**src/rtl/sec_tone_encoder.sv**
```systemverilog
module sec_tone_encoder #(
  parameter int CLK_HZ    = 100_000_000,
  parameter int MAX_BYTES = 8,
  parameter int SHORT_US  = 500,
  parameter int LONG_US   = 1000,
  parameter int GAP_US    = 16000,
  parameter int MINI_A_US = 12500,
  parameter int TAIL_US   = 20000,
  parameter int LW        = $clog2(MAX_BYTES + 1)
) (
  input  logic                   clk,
  input  logic                   rst_n,
  input  logic                   start,
  input  logic [LW-1:0]          msg_len,
  input  logic [8*MAX_BYTES-1:0] msg_data,
  input  logic [1:0]             burst_sel,
  input  logic                   tone_static,
  output logic                   tone_gate,
  output logic                   busy,
  output logic                   done
);

  localparam int DIV   = (CLK_HZ / 1_000_000 < 1) ? 1 : CLK_HZ / 1_000_000;
  localparam int DW    = (DIV > 1) ? $clog2(DIV) : 1;
  localparam int TMAX1 = (GAP_US > TAIL_US) ? GAP_US : TAIL_US;
  localparam int TMAX2 = (MINI_A_US > LONG_US) ? MINI_A_US : LONG_US;
  localparam int TMAX  = (TMAX1 > TMAX2) ? TMAX1 : TMAX2;
  localparam int TW    = $clog2(TMAX + 1);

  localparam logic [TW-1:0] T_SHORT = TW'(SHORT_US - 1);
  localparam logic [TW-1:0] T_LONG  = TW'(LONG_US - 1);
  localparam logic [TW-1:0] T_GAP   = TW'(GAP_US - 1);
  localparam logic [TW-1:0] T_MINIA = TW'(MINI_A_US - 1);
  localparam logic [TW-1:0] T_TAIL  = TW'(TAIL_US - 1);
  localparam logic [DW-1:0] DIV_TOP = DW'(DIV - 1);

  typedef enum logic [2:0] {
    S_IDLE, S_LEAD, S_MARK, S_SPACE, S_TRAIL, S_MINIA, S_TAIL
  } state_t;

  state_t                 st;
  logic [DW-1:0]          div_cnt;
  logic [TW-1:0]          tmr;
  logic [8*MAX_BYTES-1:0] buf_q;
  logic [LW-1:0]          len_q, idx;
  logic [1:0]             sel_q;
  logic [7:0]             sr;
  logic [3:0]             bitn;
  logic                   par, in_burst;

  logic          tick, expire, bit_v, next_v;
  logic [LW-1:0] nidx;
  logic [7:0]    next_byte;

  assign tick      = (div_cnt == DIV_TOP);
  assign expire    = tick && (tmr == '0);
  assign bit_v     = (bitn == 4'd8) ? par : sr[7];
  assign next_v    = (bitn == 4'd7) ? (par ^ sr[7]) : sr[6];
  assign nidx      = idx + 1'b1;
  assign next_byte = buf_q[8*nidx +: 8];

  assign busy      = (st != S_IDLE);
  assign tone_gate = (st == S_MARK) || (st == S_MINIA) || ((st == S_IDLE) && tone_static);

  always_ff @(posedge clk or negedge rst_n) begin
    if (!rst_n) begin
      st       <= S_IDLE;
      div_cnt  <= '0;
      tmr      <= '0;
      buf_q    <= '0;
      len_q    <= '0;
      idx      <= '0;
      sel_q    <= '0;
      sr       <= '0;
      bitn     <= '0;
      par      <= 1'b1;
      in_burst <= 1'b0;
      done     <= 1'b0;
    end else begin
      done    <= 1'b0;
      div_cnt <= tick ? '0 : div_cnt + 1'b1;
      if (tick && tmr != '0) tmr <= tmr - 1'b1;

      unique case (st)
        S_IDLE: if (start) begin
          buf_q    <= msg_data;
          len_q    <= (msg_len > LW'(MAX_BYTES)) ? LW'(MAX_BYTES) : msg_len;
          sel_q    <= burst_sel;
          in_burst <= 1'b0;
          div_cnt  <= '0;
          tmr      <= T_GAP;
          st       <= S_LEAD;
        end

        S_LEAD: if (expire) begin
          if (len_q != '0) begin
            idx  <= '0;
            sr   <= buf_q[7:0];
            bitn <= '0;
            par  <= 1'b1;
            tmr  <= buf_q[7] ? T_SHORT : T_LONG;
            st   <= S_MARK;
          end else begin
            tmr <= T_GAP;
            st  <= S_TRAIL;
          end
        end

        S_MARK: if (expire) begin
          tmr <= bit_v ? T_LONG : T_SHORT;
          st  <= S_SPACE;
        end

        S_SPACE: if (expire) begin
          if (bitn != 4'd8) begin
            par  <= par ^ sr[7];
            sr   <= {sr[6:0], 1'b0};
            bitn <= bitn + 1'b1;
            tmr  <= next_v ? T_SHORT : T_LONG;
            st   <= S_MARK;
          end else if (in_burst) begin
            tmr <= T_TAIL;
            st  <= S_TAIL;
          end else if (nidx < len_q) begin
            idx  <= nidx;
            sr   <= next_byte;
            bitn <= '0;
            par  <= 1'b1;
            tmr  <= next_byte[7] ? T_SHORT : T_LONG;
            st   <= S_MARK;
          end else begin
            tmr <= T_GAP;
            st  <= S_TRAIL;
          end
        end

        S_TRAIL: if (expire) begin
          case (sel_q)
            2'd1: begin
              tmr <= T_MINIA;
              st  <= S_MINIA;
            end
            2'd2: begin
              in_burst <= 1'b1;
              sr       <= 8'hFF;
              bitn     <= '0;
              par      <= 1'b1;
              tmr      <= T_SHORT;
              st       <= S_MARK;
            end
            default: begin
              done <= 1'b1;
              st   <= S_IDLE;
            end
          endcase
        end

        S_MINIA: if (expire) begin
          tmr <= T_TAIL;
          st  <= S_TAIL;
        end

        S_TAIL: if (expire) begin
          done <= 1'b1;
          st   <= S_IDLE;
        end

        default: st <= S_IDLE;
      endcase
    end
  end

endmodule


```
**config.mk**
```make
export PLATFORM = sky130hd
export DESIGN_NAME = sec_tone_encoder
export DESIGN_NICKNAME = d
export VERILOG_FILES = /design/src/rtl/sec_tone_encoder.sv
export SDC_FILE = /design/constraint.sdc
export NUM_CORES = 1
export LEC_CHECK = 0
export CORE_UTILIZATION = 40
export DETAILED_ROUTE_END_ITERATION = 8
export MAX_ROUTING_LAYER = met4
export SYNTH_ARGS = -nofsm -noshare
export SYNTH_HDL_FRONTEND = slang
export SYNTH_SLANG_ARGS = --single-unit
```
**constraint.sdc**
```tcl
create_clock -name clk -period 4.1 [get_ports clk]
set_input_delay 0.41 -clock clk [delete_from_list [all_inputs] [get_ports clk]]
set_output_delay 0.41 -clock clk [all_outputs]
set_load 0.005 [all_outputs]
```
Word level (Yosys, flattened, before mapping)
Index checks and enable logic that the tools add are counted.
{ "word_totals": {"ff_bits": 114, "input_bits": 74, "word_cells": 139} }
{ "op_classes": {"muxes": 74, "n_lt_le_gt_ge": 2, "n_addsub": 4, "eq_ne": 26, "shift": 1, "reduce_logical": 19, "bitwise_logic": 1} }
{ "op_table": {"columns": ["cell", "count"], "rows": [
  ["two-way mux 15 bit", 9],
  ["case mux 15 bit (6 select lines)", 1],
  ["two-way mux 8 bit", 8],
  ["variable part select 64 x 8 -> 8 bit", 1],
  ["two-way mux 4 bit", 13],
  ["two-way mux 10 bit", 4],
  ["two-way mux 3 bit", 11],
  ["case mux 15 bit (2 select lines)", 1],
  ["two-way mux 14 bit", 2],
  ["inequality test 2 bit (second input constant)", 12],
  ["case mux 8 bit (3 select lines)", 1],
  ["two-way mux 7 bit", 3],
  ["case mux 3 bit (7 select lines)", 1],
  ["logical NOT 15 bit", 1],
  ["nonzero test 15 bit", 1],
  ["subtractor 15 x 1 -> 15 bit (second input constant)", 1],
  ["two-way mux 1 bit", 14],
  ["AND reduction 7 bit", 2],
  ["case mux 4 bit (3 select lines)", 1],
  ["== test 3 bit (second input constant)", 3],
  ["adder 4 x 1 -> 4 bit (second input constant)", 2],
  ["case mux 4 bit (2 select lines)", 1],
  ["AND reduction 8 bit", 1],
  ["adder 7 x 1 -> 7 bit (second input constant)", 1],
  ["other kinds (24)", 32]
]} }

Depth between registers and ports, before layout
{ "depth": {"depth_word": 8, "mapped_depth": 12} }

Worst setup path before layout
Ideal clock, no wire load.
{ "synth_timing": {"kind": "reg2reg", "from": "reg idx[0]", "to": "reg sr[1]", "path_stages_with_launch": 13, "arrival_time_ns": 2.436, "required_time_ns": 3.970, "slack_ns": 1.534, "setup_time_ns": 0.130, "path_cell_list": "dfrtp_1 > buf_2 > nand3_1 > xor2_1 > inv_1 > ha_1 > nor4_1 > a22o_1 > o22a_1 > nand2_1 > buf_2 > nand2_1 > o21ai_0"} }
{ "synth_via": {"elab_chain_cells": 7} }
{ "synth_rtl": {"columns": ["item", "line_no", "source"], "rows": [
  ["start, declared", "45", "logic [LW-1:0] len_q, idx;"],
  ["start signal, assigned", "125", "idx <= nidx;"],
  ["adder 4 x 1 -> 4 bit *", "59", "assign nidx = idx + 1'b1;"],
  ["variable part select 64 x 8 -> 8 bit", "60", "assign next_byte = buf_q[8*nidx +: 8];"],
  ["two-way mux 8 bit", "124", "end else if (nidx < len_q) begin"],
  ["two-way mux 8 bit", "121", "end else if (in_burst) begin"],
  ["two-way mux 8 bit", "115", "if (bitn != 4'd8) begin"],
  ["two-way mux 8 bit", "114", "S_SPACE: if (expire) begin"],
  ["case mux 8 bit (3 select lines)", "84", "unique case (st)"],
  ["end signal, assigned", "98", "sr <= buf_q[7:0];"],
  ["end signal, assigned", "117", "sr <= {sr[6:0], 1'b0};"],
  ["end signal, assigned", "126", "sr <= next_byte;"],
  ["end, declared", "47", "logic [7:0] sr;"]
]} }
Mark *: on every way between the ends. The rest lies on a longest branch, timed or not. The select of a mux whose other input is x is not followed.
A chain may end at the register's enable or synchronous reset.

Worst setup path in the final report
{ "layout_timing": {"from": "reg idx[0]", "to": "reg bitn[2]"} }
{ "layout_via": {"elab_chain_cells": 4} }
{ "layout_rtl": {"columns": ["item", "line_no", "source"], "rows": [
  ["adder 4 x 1 -> 4 bit", "59", null],
  ["less-than comparator 4 bit", "124", null],
  ["inequality test 3 bit (no line)", null, null],
  ["AND reduction 8 bit (no line)", null, null],
  ["end signal, assigned", "118", "bitn <= bitn + 1'b1;"],
  ["end, declared", "48", "logic [3:0] bitn;"]
]} }
Every way passes these cells.

==> reports/metrics.yaml <==
run_status:
  status: "finished, final reports clean"
clock_network:
  postCtsHoldBufs: 0
  clock_sinks: 114
  clkTransAtPathRegs_ns: 0.06
  postCtsSetupRepairBufs: 0
  cts_tree: "done"
  clock_latency_ns: 0.42
  clockBufferDepth: 2
  ctsRootBufferMaster: "clkbuf_16"
  cts.repair.resized: 0
  h-tree-depth: 4
  cts_buffers: 17
timing:
  fin_crit_sh_pct: 74.66
  fmax_ghz: 0.3267
  fin_tns_setup_ns: 0
  finalSetupViolations: 0
  grt_setup_unrepaired: "false"
  slew_viol_final: 0
  finalCriticalPeriod_ns: 3.061
  finalHoldViolCount: 0
  skew_ns: 0.009039
  slew_headroom_pct: 38.05
  postLayoutSetupSlackWorst_ns: 1.039
  holdWs_ns: 0.03532
  tightest_slew_ns: 0.9282
pwr:
  power_frac_clock_pct: 35.7
  p_leak_nw: 3.354
  p_seq_share_pct: 41.7
  p_switching_mw: 1.334
  power.internal_mw: 2.924
  combPwrFrac_pct: 22.6
  peakVddDrop_mv: 0.2775
  switching_share_pct: 31.32
  pwr_density_cell_mw_per_mm2: 551.7
cells_and_area:
  final_util_pct: 50.95
  diodes: 0
  fin_nets: 864
  final_cells: 979
  area_growth_pct: 24.89
  nFillCells: 1385
  drive_gt1_share_pct: 9.355
floorplan:
  core.rowCount: 45
  die_w_um: 126.3
  die_h_um: 126.3
  initial_core_util_pct: 40.79
  dieArea_mm2: 0.01595
  ios: 77
  core_area_mm2: 0.01515
global_route:
  grt_pass1_wl_mm: 26.64
  grt_max_degree: 78
  track_usage_pct: 22.22
  grt_overflow: 0
  grt_pass1_vias: 5322
  antenna_found_initial: 0
yosys:
  synth.top_cell.area_share_pct: 45.77
  synth_seq_cells: 114
  synth_edf_count: 0
  yosysSeqAreaShare_pct: 46.19
  yosys.cell_types.count: 63
  ys_warn_count: 0
  synth_top_flop_cell: "dfrtp_1"
  synth-async-reset-ratio_pct: 100.0
  synth.area.top_cells: "dfrtp_1 46%, nand2_1 15%, mux4_2 5.8%"
  avgSynthCellArea_um2: 8.702
  yosysTopAreaCell: "dfrtp_1"
  netlist_area_mm2: 0.006178
  syn_inst: 710
  synth_fp_nets: 796
critical_path:
  crit_slowest_cell: "xor2_2"
  endpoint_kind: "flop"
  crit_type: "reg2reg"
  crit_family: "compound AO/OA/AOI/OAI gates"
  path_cells: "ha_1 > xor2_2 > ha_1 > o21ai_0 > a22o_1 > o22a_1 > nand2_1 > o21ai_0 > o21ai_0"
  crit_required_ns: 4.39
  startpoint_type: "flop"
  crit_path_frequent_cell: "o21ai_0"
  max_stage_delay_ns: 0.52
  critical_path_peak_fanout: 9
  arrival_ns: 3.35
  cp_num_buf_inv: 0
drt:
  ant_nets: 0
  num_vias: 5297
  dr.pass1.iters: 5
  drt-initial-drc-count: 466
  wl_per_cell_um: 16.49
  vias_per_cell: 5.411
  drt-total-wl_mm: 16.14
  drc: 0
place:
  place_hpwl_mm: 11.40
  place_congestion: 0.8875
  preCtsSetupSlack_ns: 1.088
  post-place-cells: 947
  port_buffers: 76
hold_path:
  hp-class: "in2async"
job:
  drv_cap: 0
layout make-up:
class / count / area [µm²] / area share (%)
Sequential cell: 114 / 2854 / 36.99
Tap cell: 188 / 235.2 / 3.048
Multi-Input combinational cell: 542 / 3123 / 40.47
Clock buffer: 17 / 425.4 / 5.513
Timing Repair Buffer: 86 / 833.3 / 10.80
Inverter: 17 / 63.81 / 0.8270
Clock inverter: 15 / 181.4 / 2.351
cell usage in the layout (no fill, tap or decap), types with 11 or more instances in the layout:
cell type and n:
a21oi_1 24, dfrtp_1 113, mux4_2 16, clkbuf_16 17, o21ai_0 52, inv_1 16
buf_4 11, clkdlybuf4s50_1 75, nor3_1 12, ha_1 12, xor2_1 11, nand3_1 14
nor2_1 35, nand2_1 251
registers in the layout, indices dropped and copies added, names as in the netlist:
signal    count
sel_q         2
tmr          15
sr            8
div_cnt       7
bitn          4
buf_q        64
len_q         4
par           1
st            3
idx           4
done          1
in_burst      1
cells in the mapped netlist (3+ instances only):
master / instances
nand2_1: 251
dfrtp_1: 113
o21ai_0: 52
nor2_1: 36
clkbuf_1: 28
a21oi_1: 24
inv_1: 16
mux4_2: 16
nand3_1: 15
ha_1: 12
nor3_1: 12
xor2_1: 11
xnor2_1: 9
a31oi_1: 7
mux2i_1: 7
buf_2: 6
nand2b_1: 6
nor4_1: 6
nand4_1: 5
a211oi_1: 4
a221oi_1: 4
nor2b_1: 4
o31ai_1: 4
and2_1: 3
nand3b_1: 3
nor4b_1: 3
o22ai_1: 3
or2_2: 3
or3_1: 3
cell families (layout without fill, tap and decap cells):
family                   count (synthesis)  in the layout  synth area share, %
flip-flops                             114            114                46.19
buffers and inverters                   54            135                3.463
AO/OA/AOI/OAI                          120            120                11.79
AND/OR/NAND/NOR                        365            365                25.88
adder cells (fa/ha/maj)                 12             12                2.430
XOR/XNOR                                21             21                3.099
multiplexers                            24             24                7.149
per-stage QoR:
stage                     cell area (µm²)  power, mW
after CTS                            7716      4.279
after detailed placement             7109      2.751
final                                7716      4.257
after global placement               7109      2.708
after global routing                 7716      4.523
after floorplan                      6178      2.373
power by group through the flow:
stage	combinational [mW]	sequential, mW	clock [mW]
after floorplan	0.703	1.67	0
after global placement	0.940	1.77	0
after detailed placement	0.964	1.79	0
after CTS	0.971	1.77	1.53
after global routing	1.11	1.83	1.59
final	0.964	1.78	1.52
routing by layer:
metal / track usage (%) / wire length, µm
met2: 33.99 / 7740
met3: 5.395 / 774
met1: 27.94 / 7209
met4: 9.922 / 415
met5: - / 0
worst paths after layout:
| path | from | slack (ns) | endpoint | cells past startpoint |
|---|---|---|---|---|
| worst max-delay path | idx[0] | 1.04 | bitn[2] | 9 |
| worst min-delay path | rst_n | 0.04 | st[2] | 1 |
| worst max register to register | idx[0] | 1.04 | bitn[2] | 9 |
| worst min register to register | buf_q[61] | 0.47 | buf_q[61] | 2 |
| max in group asynchronous | rst_n | 3.10 | par | 2 |
| min in group clk | buf_q[61] | 0.47 | buf_q[61] | 2 |
(Power assumes the default switching activity.)
